--- config.mk ---
export PLATFORM = sky130hd
export DESIGN_NAME = swd_host_engine
export DESIGN_NICKNAME = d
export VERILOG_FILES = /design/src/rtl/swd_host_pkg.sv /design/src/rtl/swd_clkgen.sv /design/src/rtl/swd_xor_par.sv /design/src/rtl/swd_host_engine.sv
export SDC_FILE = /design/constraint.sdc
export NUM_CORES = 1
export LEC_CHECK = 0
export ABC_AREA = 1
export BUFFER_PORTS_ARGS = -buffer_cell sky130_fd_sc_hd__buf_4
export CORE_ASPECT_RATIO = 0.9
export CORE_MARGIN = 5
export CORE_UTILIZATION = 42
export CTS_BUF_LIST = sky130_fd_sc_hd__clkbuf_4
export CTS_CLUSTER_SIZE = 16
export DETAILED_ROUTE_END_ITERATION = 10
export SLEW_MARGIN = 40
export SYNTH_ARGS = -nofsm -noshare
export SYNTH_HDL_FRONTEND = slang
export SYNTH_SLANG_ARGS = --single-unit
export TNS_END_PERCENT = 50
--- constraint.sdc ---
create_clock -name clk -period 5.53 [get_ports clk]
set_clock_uncertainty 0.15 [all_clocks]
set_input_delay 0.8295 -clock clk [delete_from_list [all_inputs] [get_ports clk]]
set_output_delay 0.8295 -clock clk [all_outputs]
set_load 0.01 [all_outputs]
--- src/rtl/swd_host_pkg.sv ---
`timescale 1ns/1ps
package swd_host_pkg;
  localparam int SWD_DW       = 32;
  localparam int SWD_REQ_BITS = 8;
  localparam int SWD_ACK_BITS = 3;

  localparam logic [SWD_ACK_BITS-1:0] SWD_ACK_OK    = 3'b001;
  localparam logic [SWD_ACK_BITS-1:0] SWD_ACK_WAIT  = 3'b010;
  localparam logic [SWD_ACK_BITS-1:0] SWD_ACK_FAULT = 3'b100;

  typedef enum logic [3:0] {
    ST_IDLE,
    ST_REQ,
    ST_TRN_A,
    ST_ACK,
    ST_RDAT,
    ST_TRN_W,
    ST_WDAT,
    ST_TRN_END,
    ST_LR_HI,
    ST_LR_LO
  } swd_state_e;

  typedef struct packed {
    logic              ap;
    logic              rnw;
    logic [1:0]        addr;
    logic [SWD_DW-1:0] wdata;
  } swd_req_t;
endpackage

--- src/rtl/swd_clkgen.sv ---
`timescale 1ns/1ps
module swd_clkgen #(
  parameter int DIV = 2
) (
  input  logic clk,
  input  logic rst_n,
  input  logic run,
  output logic swclk,
  output logic rise_stb,
  output logic fall_stb
);
  localparam int CW = (DIV > 1) ? $clog2(DIV) : 1;

  logic [CW-1:0] cnt_q, cnt_d;
  logic          sck_q, sck_d;
  logic          term;

  assign term     = run && (cnt_q == CW'(DIV - 1));
  assign rise_stb = term && !sck_q;
  assign fall_stb = term && sck_q;
  assign swclk    = sck_q;

  always_comb begin
    cnt_d = cnt_q;
    sck_d = sck_q;
    if (!run) begin
      cnt_d = '0;
      sck_d = 1'b0;
    end else if (term) begin
      cnt_d = '0;
      sck_d = ~sck_q;
    end else begin
      cnt_d = cnt_q + CW'(1);
    end
  end

  always_ff @(posedge clk or negedge rst_n) begin
    if (!rst_n) begin
      cnt_q <= '0;
      sck_q <= 1'b0;
    end else begin
      cnt_q <= cnt_d;
      sck_q <= sck_d;
    end
  end
endmodule

--- src/rtl/swd_xor_par.sv ---
`timescale 1ns/1ps
module swd_xor_par #(
  parameter int W = 4
) (
  input  logic [W-1:0] bits,
  output logic         odd
);
  assign odd = ^bits;
endmodule

--- src/rtl/swd_host_engine.sv ---
`timescale 1ns/1ps
module swd_host_engine
  import swd_host_pkg::*;
#(
  parameter int DIV        = 2,
  parameter int RESET_HIGH = 50,
  parameter int RESET_IDLE = 2
) (
  input  logic        clk,
  input  logic        rst_n,
  input  logic        req_start,
  input  logic        req_ap,
  input  logic        req_rnw,
  input  logic [1:0]  req_addr,
  input  logic [31:0] req_wdata,
  input  logic        lr_start,
  output logic        swclk,
  output logic        swdio_o,
  output logic        swdio_oe,
  input  logic        swdio_i,
  output logic        busy,
  output logic        done,
  output logic [2:0]  ack,
  output logic [31:0] rdata,
  output logic        par_err
);
  localparam int M1   = (RESET_HIGH > SWD_DW + 1) ? RESET_HIGH : SWD_DW + 1;
  localparam int MAXC = (RESET_IDLE > M1) ? RESET_IDLE : M1;
  localparam int IW   = $clog2(MAXC + 1);

  swd_state_e         st_q, st_d;
  logic [IW-1:0]      idx_q, idx_d;
  swd_req_t           req_q, req_d;
  logic [2:0]         asr_q, asr_d;
  logic [SWD_DW-1:0]  rsr_q, rsr_d;
  logic               rpar_q, rpar_d;
  logic [2:0]         ack_q, ack_d;
  logic [SWD_DW-1:0]  rdata_q, rdata_d;
  logic               perr_q, perr_d;
  logic               done_q, done_d;

  logic run, rise_stb, fall_stb;
  logic req_par, wr_par, rd_mismatch, ack_ok;
  logic [SWD_REQ_BITS-1:0] req_bits;

  assign run = (st_q != ST_IDLE);

  swd_clkgen #(.DIV(DIV)) u_clkgen (
    .clk      (clk),
    .rst_n    (rst_n),
    .run      (run),
    .swclk    (swclk),
    .rise_stb (rise_stb),
    .fall_stb (fall_stb)
  );

  swd_xor_par #(.W(4)) u_req_par (
    .bits ({req_q.addr, req_q.rnw, req_q.ap}),
    .odd  (req_par)
  );

  swd_xor_par #(.W(SWD_DW)) u_wr_par (
    .bits (req_q.wdata),
    .odd  (wr_par)
  );

  swd_xor_par #(.W(SWD_DW + 1)) u_rd_chk (
    .bits ({rpar_q, rsr_q}),
    .odd  (rd_mismatch)
  );

  assign ack_ok   = (asr_q == SWD_ACK_OK);
  // bit 0 goes out first
  assign req_bits = {1'b1, 1'b0, req_par, req_q.addr[1], req_q.addr[0],
                     req_q.rnw, req_q.ap, 1'b1};

  // next-state logic
  always_comb begin
    st_d    = st_q;
    idx_d   = idx_q;
    req_d   = req_q;
    asr_d   = asr_q;
    rsr_d   = rsr_q;
    rpar_d  = rpar_q;
    ack_d   = ack_q;
    rdata_d = rdata_q;
    perr_d  = perr_q;
    done_d  = 1'b0;

    if (st_q == ST_IDLE) begin
      if (lr_start) begin
        st_d  = ST_LR_HI;
        idx_d = '0;
      end else if (req_start) begin
        st_d        = ST_REQ;
        idx_d       = '0;
        req_d.ap    = req_ap;
        req_d.rnw   = req_rnw;
        req_d.addr  = req_addr;
        req_d.wdata = req_wdata;
        asr_d       = '0;
      end
    end

    if (rise_stb) begin
      if (st_q == ST_ACK) begin
        asr_d = {swdio_i, asr_q[2:1]};
      end
      if (st_q == ST_RDAT) begin
        if (idx_q < IW'(SWD_DW)) begin
          rsr_d = {swdio_i, rsr_q[SWD_DW-1:1]};
        end else begin
          rpar_d = swdio_i;
        end
      end
    end

    if (fall_stb) begin
      idx_d = idx_q + IW'(1);
      case (st_q)
        ST_REQ: begin
          if (idx_q == IW'(SWD_REQ_BITS - 1)) begin
            st_d  = ST_TRN_A;
            idx_d = '0;
          end
        end
        ST_TRN_A: begin
          st_d  = ST_ACK;
          idx_d = '0;
        end
        ST_ACK: begin
          if (idx_q == IW'(SWD_ACK_BITS - 1)) begin
            idx_d = '0;
            if (!ack_ok)        st_d = ST_TRN_END;
            else if (req_q.rnw) st_d = ST_RDAT;
            else                st_d = ST_TRN_W;
          end
        end
        ST_RDAT: begin
          if (idx_q == IW'(SWD_DW)) begin
            st_d  = ST_TRN_END;
            idx_d = '0;
          end
        end
        ST_TRN_W: begin
          st_d  = ST_WDAT;
          idx_d = '0;
        end
        ST_WDAT: begin
          if (idx_q == IW'(SWD_DW)) begin
            st_d   = ST_IDLE;
            idx_d  = '0;
            done_d = 1'b1;
            ack_d  = asr_q;
            perr_d = 1'b0;
          end
        end
        ST_TRN_END: begin
          st_d   = ST_IDLE;
          idx_d  = '0;
          done_d = 1'b1;
          ack_d  = asr_q;
          if (req_q.rnw && ack_ok) begin
            rdata_d = rsr_q;
            perr_d  = rd_mismatch;
          end else begin
            perr_d = 1'b0;
          end
        end
        ST_LR_HI: begin
          if (idx_q == IW'(RESET_HIGH - 1)) begin
            st_d  = ST_LR_LO;
            idx_d = '0;
          end
        end
        ST_LR_LO: begin
          if (idx_q == IW'(RESET_IDLE - 1)) begin
            st_d   = ST_IDLE;
            idx_d  = '0;
            done_d = 1'b1;
          end
        end
        default: begin
          st_d  = ST_IDLE;
          idx_d = '0;
        end
      endcase
    end
  end

  // wire drive, changes only with state, i.e. on falling swclk
  always_comb begin
    swdio_oe = 1'b1;
    swdio_o  = 1'b0;
    case (st_q)
      ST_REQ:   swdio_o = req_bits[idx_q[2:0]];
      ST_WDAT:  swdio_o = (idx_q < IW'(SWD_DW)) ? req_q.wdata[idx_q[4:0]] : wr_par;
      ST_LR_HI: swdio_o = 1'b1;
      ST_TRN_A, ST_ACK, ST_RDAT, ST_TRN_W, ST_TRN_END: swdio_oe = 1'b0;
      default:  swdio_o = 1'b0;
    endcase
  end

  always_ff @(posedge clk or negedge rst_n) begin
    if (!rst_n) begin
      st_q    <= ST_IDLE;
      idx_q   <= '0;
      req_q   <= '0;
      asr_q   <= '0;
      rsr_q   <= '0;
      rpar_q  <= 1'b0;
      ack_q   <= '0;
      rdata_q <= '0;
      perr_q  <= 1'b0;
      done_q  <= 1'b0;
    end else begin
      st_q    <= st_d;
      idx_q   <= idx_d;
      req_q   <= req_d;
      asr_q   <= asr_d;
      rsr_q   <= rsr_d;
      rpar_q  <= rpar_d;
      ack_q   <= ack_d;
      rdata_q <= rdata_d;
      perr_q  <= perr_d;
      done_q  <= done_d;
    end
  end

  assign busy    = run;
  assign done    = done_q;
  assign ack     = ack_q;
  assign rdata   = rdata_q;
  assign par_err = perr_q;
endmodule

### Word level (Yosys, flattened, before mapping)

Cells that the tools add are included.

* bitwise gates (word level): 3
* equality and inequality tests: 17
* $lt $le $gt $ge: 3
* multiplexer cells: 48
* reductions and logical operators: 21
* $add $sub $neg: 2

Operator list (number)
* two-way mux 6 bit: 9
* two-way mux 4 bit: 10
* XOR reduction 33 bit: 1
* one-hot mux 4 bit (8 select lines): 1
* XOR reduction 32 bit: 1
* one-hot mux 6 bit (5 select lines): 1
* two-way mux 3 bit: 6
* == test 4 x 3 -> 1 bit, second input constant: 4
* AND reduction 3 bit: 5
* two-way mux 1 bit: 14
* == test 6 bit, second input constant: 2
* == test 4 x 2 -> 1 bit, second input constant: 2
* == test 4 bit, second input constant: 2
* adder 6 x 1 -> 6 bit, second input constant: 1
* == test 6 x 1 -> 1 bit, second input constant: 1
* == test 6 x 2 -> 1 bit, second input constant: 1
* == test 6 x 3 -> 1 bit, second input constant: 1
* less-than comparator 5 x 6 -> 1 bit, second input constant: 1
* less-than comparator 6 bit, second input constant: 1
* one-hot mux 1 bit (3 select lines): 2
* one-hot mux 3 bit (2 select lines): 1
* binary-select mux 1 bit (select 5 bit): 1
* OR reduction 5 bit: 1
* == test 4 x 1 -> 1 bit, second input constant: 1
* other kinds (17): 24

* bits of input ports: 41
* register bits after elaboration: 121

### Depth between registers and ports, before layout

* depth after elaboration: 6
* mapped depth: 15
* mapped depth without buffers: 15

### Cells and area by module

From an unflattened synthesis, not the netlist that was laid out.

* cell total of the unflattened synthesis: 1095
* area total of the unflattened synthesis: 7171.9 um^2

Modules (own cells, without submodules)
* swd_host_engine: cells each 627, seq. area each 2977.9 um^2, times used 1, area an instance 5328.9 um^2
* swd_xor_par (u_rd_chk): cells each 222, seq. area each 0.0 um^2, times used 1, area an instance 853.3 um^2
* swd_xor_par (u_wr_par): cells each 215, seq. area each 0.0 um^2, times used 1, area an instance 825.8 um^2
* swd_clkgen: cells each 12, seq. area each 50.0 um^2, times used 1, area an instance 90.1 um^2
* swd_xor_par (u_req_par): cells each 19, seq. area each 0.0 um^2, times used 1, area an instance 73.8 um^2

### Worst setup path after synthesis

Ideal clock, no wire load.

* kind: flip-flop to output port
* start: register idx_q[0]
* end: output port swdio_o
* path slack: 3.132 ns
* data arrival time: 1.419 ns
* cell stages (with the launch flop): 14
* buffers on the path: 2
* data required time: 4.550 ns
* path through: dfrtp_1 > buf_2 > inv_2 > buf_4 > nor2_1 > o211ai_1 > nand3_1 > nand2_1 > nand2_1 > nand2_1 > inv_1 > nand2_1 > nand2_1 > nand2_1

* word-level cells in the longest chain between the ends: 4
* elaborated cells between the ends (all ways): 7
* classes of those cells: order compare: 1; mux: 6

RTL lines
* start, declared: line swd_host_engine.sv:32 `logic [IW-1:0] idx_q, idx_d;`
* start signal, assigned: line swd_host_engine.sv:218 `idx_q <= idx_d;`
* binary-select mux 1 bit (select 5 bit): line swd_host_engine.sv:197 `ST_WDAT: swdio_o = (idx_q < IW'(SWD_DW)) ? req_q.wdata[idx_q[4:0]] : wr_par;`
* two-way mux 1 bit (not written as such): line swd_host_engine.sv:197
* two-way mux 1 bit: line swd_host_engine.sv:197
* one-hot mux 1 bit (3 select lines) *: line swd_host_engine.sv:195 `case (st_q)`
* end, declared: line swd_host_engine.sv:18 `output logic swdio_o,`

Mark *: on every way between the ends. The rest lies on a longest branch, timed or not. The select of a mux whose other input is x is not followed.

### Final worst setup path

Ends and elaborated chain as after synthesis.

==> results.yml <==
place:
  place.gp.congestion: 0.864
  placedCellCount: 1241
  dp_worst_setup_slack_ps: 2440
  placed_cell_area_um2: 7820
  place_hpwl_um: 11600
  port_buffers: 81
sta:
  fin_setup_tns_ps: 0
  max_freq_ghz: 0.272
  rsz0062_at_grt: "false"
  hold_ws_ps: 49.4
  worst_pin_slew_ps: 801
  timing.final.hold_violations: 0
  timing.slew.headroom_pct: 46.6
  worst_slack_ps: 1860
  final_max_slew_viol_count: 0
  finalSetupViolCount: 0
  period_needed_ps: 3670
  post-route-period-util_pct: 66.4
drt:
  firstDrtPassIters: 5
  vias: 6104
  drt-wirelength-per-cell_um: 12.5
  drc: 0
  ant_nets: 0
  viasPerCell: 4.79
  drt_iter0_drc: 382
  totalWireLength_um: 16000
worst_setup_path:
  crit_top_cell: "nand2_1"
  crit_required_ps: 4550
  r2r-start: "st_q[2]"
  cpMaxStageDelayCell: "dfrtp_1"
  cp_data_arrival_time_ps: 2690
  reg2reg_setup_slack_ps: 3060
  r2r-end: "req_bits[1]"
  cp_cell_sequence: "inv_2 -> a21oi_1 -> o21ai_1 -> nand2_1 -> nand2_1 -> nand2_1 -> inv_1 -> nand2_1 -> nand2_1 -> nand2_1 -> inv_1 -> nand2_1 -> nand2_1 -> nand2_1 -> buf_4"
  worst_setup_path_start_kind: "flip-flop"
  r2r_cells: 7
  crit_type: "reg -> out"
  cp_max_fo: 28
  slowest_delay_ps: 870
  cp-end-kind: "output pin"
final_layout:
  drive_gt1_share_pct: 19.7
  nFillCells: 1657
  nNetsFinal: 1093
  multi_input_comb_area_um2: 3510
  ff_latch_area_um2: 3030
  most-common-layout-cells: "nand2_1, dfrtp_1, inv_1"
  final_common_cell: "nand2_1"
  area_delta_synth_final_pct: 13.0
  final_area_um2: 8120
  finalNonFillerCells: 1274
yosys:
  netlist_area_um2: 7180
  ys_seq_area_share_pct: 42.2
  ys_types: 36
  syn_area_per_cell_um2: 7.37
  yosys_warnings: 0
  synth_cells: 974
  syn-num-nets: 1018
  synth_seq_cells: 121
floorplanning:
  initial_utilization_pct: 42.7
  die_area_um2: 19800
  io-pin-count: 82
  rows: 45
  coreArea_um2: 16800
  die_y_um: 134
  die_w_um: 148
clock_network:
  clk_transition_reported_paths_ps: 120
  hold_buffers: 0
  htree_levels: 4
  cts_sinks: 121
  cts_buffers: 17
  postCtsSetupRepairBufs: 0
  cts_tree: "built"
  cts.path.max_buffers: 2
  clockRootBuffer: "clkbuf_4"
  cts_resized: 0
  worstSkewPairLatency_ps: 540
global_route:
  grt_max_degree: 65
  grt_overflow: 0
  grt_antenna_before_repair: 0
  grt_use_total_pct: 16.9
  first_global_vias: 5599
  grt_first_pass_wirelength_um: 27500
job:
  drv_cap: 0
power:
  power_density_nw_per_um2: 405
  p_leak_nw: 4.25
  vdd_drop_max_mv: 0.267
worst_hold_path:
  hp-class: "in -> async"
status:
  status: "finished clean"
==> final cells by class <==
type / instances / area share (%)
antenna: 1 / 0.0308
clock buffer: 22 / 2.03
clock inverter: 10 / 1.56
inverter: 103 / 4.86
multi-input combinational: 722 / 43.2
sequential: 121 / 37.3
tap: 211 / 3.25
timing repair buffer: 84 / 7.77
==> synthesized netlist by cell type, drive strengths merged <==
library cell / n / area share (%)
ha: 3 / 0.52
mux2: 10 / 1.7
nor2: 70 / 4.3
a31oi: 2 / 0.17
nand4: 6 / 0.52
o2111ai: 1 / 0.12
nor3: 4 / 0.59
o311ai: 3 / 0.37
o22ai: 4 / 0.35
inv: 103 / 5.5
buf: 28 / 3.5
o21ai: 98 / 10
nand3: 33 / 2.5
a211oi: 1 / 0.10
dfrtp: 121 / 42
xnor2: 6 / 0.73
a21oi: 39 / 2.7
nand2: 428 / 22
o211ai: 3 / 0.31
o31ai: 3 / 0.31
a22oi: 2 / 0.21
xor2: 6 / 0.73
==> sequential cells by signal, indices dropped and copies added, names as in the netlist <==
signal / count
asr_q: 3
req_q: 32
u_clkgen.cnt_q: 1
u_clkgen.swclk: 1
rdata: 32
done: 1
ack: 3
par_err: 1
st_q: 4
idx_q: 6
rsr_q: 32
rpar_q: 1
req_bits: 4
==> routing by layer <==
metal	GRT usage (%)	wire length, um	vias to the layer above
met5	0	0	-
met4	5.08	154	0
met3	3.55	712	13
met2	23.4	6580	118
met1	26.2	8530	2748
li1	-	-	3225
==> kinds of logic (layout without fill, tap and decap cells) <==
family,Yosys count,count (layout),synth area share [%]
AND/OR/NAND/NOR,541,541,30.5
AO/OA/AOI/OAI,156,156,14.6
other,0,1,0
multiplexers,10,10,1.72
adder cells (fa/ha/maj),3,3,0.523
XOR/XNOR,12,12,1.46
buffers and inverters,131,219,9.02
flip-flops,121,121,42.2
==> stage by stage <==
stage,utilization (%),power (mW)
after floorplan,-,2.28
after global placement,46.5,2.59
after detailed placement,46.5,2.62
after CTS,48.2,3.30
after global routing,48.2,3.58
final,48.2,3.28
==> worst max-delay path by stage <==
stage               cells after the start      from  slack (ps)       to
floorplan                              13  idx_q[0]        3130  swdio_o
global placement                       15  idx_q[0]        2470  swdio_o
detailed placement                     15  idx_q[0]        2440  swdio_o
CTS                                    15  idx_q[0]        1810  swdio_o
global route                           15  idx_q[0]        1490  swdio_o
finish                                 15  idx_q[0]        1860  swdio_o
==> critical path: cells and delay by family, from the launching register on <==
kind	cells	cell delay, ps
flip-flops	1	870
AND/OR/NAND/NOR	9	520
buffers and inverters	4	500
AO/OA/AOI/OAI	2	270
==> power breakdown <==
| group | leakage (nW) | total (mW) | switching, mW | internal [mW] |
|---|---|---|---|---|
| Clock | 0.165 | 0.671 | 0.338 | 0.333 |
| Sequential | 1.57 | 1.27 | 0.223 | 1.04 |
| Combinational | 2.52 | 1.35 | 0.847 | 0.498 |
(Power assumes the default switching activity.)
